<file path="src/rtl/rail_fault_pkg.sv">
package rail_fault_pkg;
  // Strobes the control half hands to the filter datapath.
  typedef struct packed {
    logic tick;         // time-base advance
    logic blankActive;  // start-up window open: hold slow sources at zero
  } qualCtrl_t;

  localparam int KIND_COUNT = 3;  // overvoltage, undervoltage, overcurrent
endpackage

</file>
<file path="src/rtl/rfq_persist_filter.sv">
module rfq_persist_filter #(
  parameter int FILT_TICKS = 73
) (
  input  logic clk,
  input  logic rst,
  input  logic tick,
  input  logic hold,
  input  logic level,
  output logic qualified
);
  localparam int CW = $clog2(FILT_TICKS + 1);
  localparam logic [CW-1:0] LIMIT = CW'(FILT_TICKS);

  logic [CW-1:0] runCnt;

  always_ff @(posedge clk) begin
    if (rst || !level || hold) runCnt <= '0;
    else if (tick && runCnt != LIMIT) runCnt <= runCnt + CW'(1);
  end

  assign qualified = (runCnt == LIMIT);
endmodule

</file>
<file path="src/rtl/rfq_blank_ctrl.sv">
module rfq_blank_ctrl
  import rail_fault_pkg::*;
#(
  parameter int BLANK_TICKS = 75000
) (
  input  logic      clk,
  input  logic      rst,
  input  logic      tickEn,
  input  logic      blankStart,
  output qualCtrl_t ctrl
);
  localparam int BW = $clog2(BLANK_TICKS + 1);
  localparam logic [BW-1:0] WINDOW = BW'(BLANK_TICKS);

  logic [BW-1:0] blankLeft;

  always_ff @(posedge clk) begin
    if (rst) blankLeft <= '0;
    else if (blankStart) blankLeft <= WINDOW;
    else if (tickEn && blankLeft != '0) blankLeft <= blankLeft - BW'(1);
  end

  always_comb begin
    ctrl.tick        = tickEn;
    ctrl.blankActive = (blankLeft != '0);
  end
endmodule

</file>
<file path="src/rtl/rfq_datapath.sv">
module rfq_datapath
  import rail_fault_pkg::*;
#(
  parameter int NUM_RAILS   = 3,
  parameter int FILT_TICKS  = 73,
  parameter int SYNC_STAGES = 2
) (
  input  logic                             clk,
  input  logic                             rst,
  input  qualCtrl_t                        ctrl,
  input  logic [KIND_COUNT*NUM_RAILS-1:0]  rawFlags,
  output logic                             faultSet,
  output logic [KIND_COUNT*NUM_RAILS-1:0]  causeVec
);
  localparam int NF = KIND_COUNT * NUM_RAILS;

  logic [SYNC_STAGES-1:0][NF-1:0] syncPipe;
  logic [NF-1:0] holdVec;
  logic [NF-1:0] qualVec;
  logic [NF-1:0] qualPrev;
  logic [NF-1:0] newQual;

  always_ff @(posedge clk) begin
    if (rst) syncPipe <= '0;
    else begin
      syncPipe[0] <= rawFlags;
      for (int s = 1; s < SYNC_STAGES; s++) syncPipe[s] <= syncPipe[s-1];
    end
  end

  for (genvar i = 0; i < NF; i++) begin : g_src
    if (i < NUM_RAILS) begin : g_fast
      assign holdVec[i] = 1'b0;           // overvoltage: never blanked
    end else begin : g_slow
      assign holdVec[i] = ctrl.blankActive;
    end
    rfq_persist_filter #(.FILT_TICKS(FILT_TICKS)) u_filt (
      .clk(clk), .rst(rst), .tick(ctrl.tick), .hold(holdVec[i]),
      .level(syncPipe[SYNC_STAGES-1][i]), .qualified(qualVec[i])
    );
  end

  assign newQual = qualVec & ~qualPrev;

  always_ff @(posedge clk) begin
    if (rst) begin
      qualPrev <= '0;
      faultSet <= 1'b0;
      causeVec <= '0;
    end else begin
      qualPrev <= qualVec;
      faultSet <= |newQual;
      causeVec <= causeVec | newQual;
    end
  end
endmodule

</file>
<file path="src/rtl/rail_fault_qualifier.sv">
module rail_fault_qualifier
  import rail_fault_pkg::*;
#(
  parameter int NUM_RAILS   = 3,
  parameter int FILT_TICKS  = 73,
  parameter int BLANK_TICKS = 75000,
  parameter int SYNC_STAGES = 2
) (
  input  logic                    clk,
  input  logic                    rst,
  input  logic                    tickEn,
  input  logic                    blankStart,
  input  logic [NUM_RAILS-1:0]    ovFlags,
  input  logic [NUM_RAILS-1:0]    uvFlags,
  input  logic [NUM_RAILS-1:0]    ocFlags,
  output logic                    faultSet,
  output logic [3*NUM_RAILS-1:0]  causeVec
);
  qualCtrl_t ctrl;

  rfq_blank_ctrl #(.BLANK_TICKS(BLANK_TICKS)) u_ctrl (
    .clk(clk), .rst(rst), .tickEn(tickEn), .blankStart(blankStart), .ctrl(ctrl)
  );

  rfq_datapath #(
    .NUM_RAILS(NUM_RAILS), .FILT_TICKS(FILT_TICKS), .SYNC_STAGES(SYNC_STAGES)
  ) u_dp (
    .clk(clk), .rst(rst), .ctrl(ctrl),
    .rawFlags({ocFlags, uvFlags, ovFlags}),
    .faultSet(faultSet), .causeVec(causeVec)
  );
endmodule

</file>
<file path="config.mk">
export PLATFORM = sky130hd
export DESIGN_NAME = rail_fault_qualifier
export DESIGN_NICKNAME = d
export VERILOG_FILES = /design/src/rtl/rail_fault_pkg.sv /design/src/rtl/rfq_persist_filter.sv /design/src/rtl/rfq_blank_ctrl.sv /design/src/rtl/rfq_datapath.sv /design/src/rtl/rail_fault_qualifier.sv
export SDC_FILE = /design/constraint.sdc
export NUM_CORES = 1
export LEC_CHECK = 0
export CORE_UTILIZATION = 47
export CTS_BUF_LIST = sky130_fd_sc_hd__clkbuf_8
export CTS_CLUSTER_SIZE = 12
export DETAILED_ROUTE_END_ITERATION = 10
export PLACE_DENSITY = 0.74
export SKIP_LAST_GASP = 1
export SLEW_MARGIN = 20
export SYNTH_ARGS = -nofsm -noshare
export SYNTH_HDL_FRONTEND = slang
export SYNTH_HIERARCHICAL = 1
export SYNTH_SLANG_ARGS = --single-unit
</file>
<file path="constraint.sdc">
create_clock -name clk -period 4.2 [get_ports clk]
set_clock_uncertainty 0.15 [all_clocks]
set_input_delay 0.84 -clock clk [delete_from_list [all_inputs] [get_ports clk]]
set_output_delay 0.84 -clock clk [all_outputs]
set_load 0.01 [all_outputs]
</file>
==> flow_summary.yaml <==
outcome:
  outcome: "complete, no violations"
global_routing:
  grt_pass1_vias: 4083
  initial_antenna_violation_count: 0
  grt_remaining_overflow: 0
  pin_count_of_the_biggest_net_entering_global_routing: 47
  grt_pass1_wl_um: 18400
  gr-usage-all-layers_pct: 19.4
route:
  detailroute.via_count: 4234
  postRouteWirelength_um: 10800
  remaining_drc_errors: 0
  drt.antenna.violating_nets: 0
  wl_per_cell_um: 14.0
  detailedRoute.firstIterationViolations: 258
  first_pass_iters: 7
  avgViaCountPerCell: 5.48
power:
  vdd_drop_max_mv: 0.303
  power_density_nw_per_um2: 367
  p_leak_nw: 2.24
  sequentialPowerShare_pct: 50.0
  comb_power_share_pct: 5.1
  net_switching_mw: 0.522
  power_frac_clock_pct: 44.9
  cell_internal_pwr_mw: 1.77
  power.switching_fraction_pct: 22.8
  power_mw: 2.29
yosys:
  synth_edf_count: 0
  netlist_instances: 588
  area_fraction_in_compound_gates_after_synthesis_pct: 12.4
  largest_family_of_logic_cells_by_synthesized_area: "simple AND/OR/NAND/NOR gates"
  netlist_top_cells_count: "117 x sky130_fd_sc_hd__dfxtp_1, 63 x sky130_fd_sc_hd__nor2_1, 56 x sky130_fd_sc_hd__nand2_1"
  postSynthAreaPerCell_um2: 9.38
  synth.largest_area_cell: "sky130_fd_sc_hd__dfxtp_1"
  yosys.cell_count.top_type: "sky130_fd_sc_hd__dfxtp_1"
  yosys_warnings: 6
  synthTopCellsByArea: "sky130_fd_sc_hd__dfxtp_1 42%, sky130_fd_sc_hd__nor2b_1 5.0%, sky130_fd_sc_hd__ha_1 4.3%, sky130_fd_sc_hd__nor2_1 4.3%, sky130_fd_sc_hd__nor4bb_4 4.1%"
  synth.area.mux_share_pct: 2.56
  post-synth-top-area-fraction_pct: 42.5
  syn-cell-area_um2: 5520
  synth-xor-area-share_pct: 2.86
  synth_top_flop_cell: "sky130_fd_sc_hd__dfxtp_1"
  synth_sequential_area_ratio_pct: 42.5
  asyncSetResetFlopFracSynth_pct: 0
  synth-simple-area-share_pct: 32.3
  synth_fa_ha_area_share_pct: 4.31
  synth-seq-cells: 117
  synthDistinctLibCells: 51
die:
  boundaryPins: 23
  floorplan.die.width_um: 110
  coreArea_um2: 11400
  initial_utilization_pct: 48.3
  floorplan_die_area_um2: 12200
  placement_rows: 39
  chipHeight_um: 110
setup_path:
  r2r-end: "u_dp/g_src[3].u_filt/runCnt[0]"
  setup.worst_path.class: "register to register"
  rrSetupSlack_ns: 1.57
  cp_data_required_time_ns: 4.41
  count_of_cells_along_the_worst_register_to_register_path: 8
  setup.worst_path.start: "u_ctrl/blankLeft[0]"
  arr_time_crit_path_ns: 2.85
  critical_path_peak_fanout: 16
  reg2reg_from: "u_ctrl/blankLeft[0]"
  timing.critical_path.to: "u_dp/g_src[3].u_filt/runCnt[0]"
  critPathCaptureType: "register"
  cp-start-kind: "register"
finish:
  antenna-diode-count: 0
  layout.area.seq_um2: 2340
  finalNetCount: 648
  flow.area_growth_from_synthesis_pct: 13.0
  fill_cells: 1034
  final_util_pct: 54.6
  post_route_cells_drive_above_1_share_pct: 10.2
  multi_input_comb_area_um2: 3010
  postLayoutCellArea_um2: 6230
placement:
  port_buffers: 22
  placedInstanceArea_um2: 5840
  gpl.final_weighted_congestion: 0.808
  place.detailed.hpwl_um: 7320
clock_tree:
  worst_setup_hold_path_clk_slew_ns: 0.07
  hold_buffers: 0
  cts_tree: "done"
  cts-htree-levels: 4
  clock_latency_ns: 0.42
  post-cts-setup-buffers: 0
  cts_buffer_depth: 2
  cts_buffers: 17
  cts_num_sinks: 117
  clk_root_buffer_cell: "sky130_fd_sc_hd__clkbuf_8"
  cts_resized: 0
hold_path:
  hold_path.startpoint: "u_dp/syncPipe[3]"
  timing.hold.worst.class: "register to register"
timing:
  slew-limit-headroom_pct: 46.8
  report.final.setup_viol: 0
  hold-worst-slack_ns: 0.288
  tns_ns: 0
  max_freq_mhz: 380
  layout_worst_path_cycle_share_pct: 62.7
  slew_viol_final: 0
  timing_hold_violations_final: 0
  rsz0062_at_grt: "false"
  tightest_slew_ns: 0.798
  post-route-min-period_ns: 2.63
job:
  drv_cap: 0
metrics by stage:
| stage | setup WS (ns) | instances |
|---|---|---|
| final | 1.57 | 772 |
| after global routing | 1.38 | 772 |
| after CTS | 1.55 | 772 |
| after detailed placement | 1.53 | 740 |
| after global placement | 1.60 | 740 |
| after floorplan | 1.93 | 590 |
power by group through the flow:
stage | clock, mW | combinational, mW | sequential (mW)
after global routing | 1.11 | 0.128 | 1.15
final | 1.03 | 0.116 | 1.14
after detailed placement | 0 | 0.114 | 1.17
after floorplan | 0 | 0.0858 | 1.17
after global placement | 0 | 0.110 | 1.17
after CTS | 1.05 | 0.115 | 1.14
worst min-delay path by stage:
stage	cells past startpoint	to	slack, ns
after CTS	1	u_dp/syncPipe[12]	0.29
after global routing	1	u_dp/syncPipe[12]	0.31
final	1	u_dp/syncPipe[12]	0.29
after detailed placement	1	u_dp/syncPipe[12]	0.27
after floorplan	1	u_dp/syncPipe[10]	0.26
after global placement	1	u_dp/syncPipe[17]	0.27
kinds of logic (layout without fill, tap and decap cells):
group,count (synthesis),in the layout
and+or+nand+nor,274,274
DFF,117,117
AOI/OAI and AO/OA,108,108
buffers and inverters,38,77
adders and majority gates,19,19
xor gates and xnor gates,18,18
muxes,13,13
other,1,3
state kept, by name, indices dropped and copies added (netlist names):
register / flops
u_dp/g_src.u_filt/runCnt: 63
u_dp/syncPipe: 18
u_ctrl/blankLeft: 17
u_dp/causeVec: 9
u_dp/qualPrev: 9
u_dp/faultSet: 1
critical path: stages (launching register included):
cell                       delay [ns]
sky130_fd_sc_hd__dfxtp_1         0.33
sky130_fd_sc_hd__inv_1           0.08
sky130_fd_sc_hd__ha_1            0.27
sky130_fd_sc_hd__nor4b_4         0.34
sky130_fd_sc_hd__and4_4          0.39
sky130_fd_sc_hd__nand2b_1        0.22
sky130_fd_sc_hd__or3b_1          0.53
sky130_fd_sc_hd__nor2_1          0.14
sky130_fd_sc_hd__mux2_1          0.13
area by class of cell:
type	instances	area share, %
clock buffer	18	3.98
clock inverter	14	2.33
inverter	21	1.27
multi-input combinational	435	48.4
sequential	117	37.6
tap	143	2.87
timing repair buffer	24	3.61
cells in the final DEF, fill, tap and decap left out, types with 11 or more instances in the layout:
cell type	count
sky130_fd_sc_hd__nand4_1	19
sky130_fd_sc_hd__o21ai_0	18
sky130_fd_sc_hd__a21oi_1	41
sky130_fd_sc_hd__ha_1	19
sky130_fd_sc_hd__inv_1	25
sky130_fd_sc_hd__dfxtp_1	117
sky130_fd_sc_hd__xor2_1	18
sky130_fd_sc_hd__nand2_1	56
sky130_fd_sc_hd__nor2_1	63
sky130_fd_sc_hd__clkdlybuf4s50_1	20
sky130_fd_sc_hd__or3_1	27
sky130_fd_sc_hd__a211oi_1	11
sky130_fd_sc_hd__nor2b_1	44
sky130_fd_sc_hd__clkbuf_8	18
metal layers:
metal / GRT usage (%) / part of all wire [%] / vias to the layer above
met1: 24.1 / 46 / 2009
met3: 5.41 / 4.3 / 9
met5: 0 / 0 / -
met4: 7.80 / 0.92 / 0
met2: 31.6 / 48 / 94
li1: - / - / 2122
No activity file was read; power rests on OpenSTA's default activity.
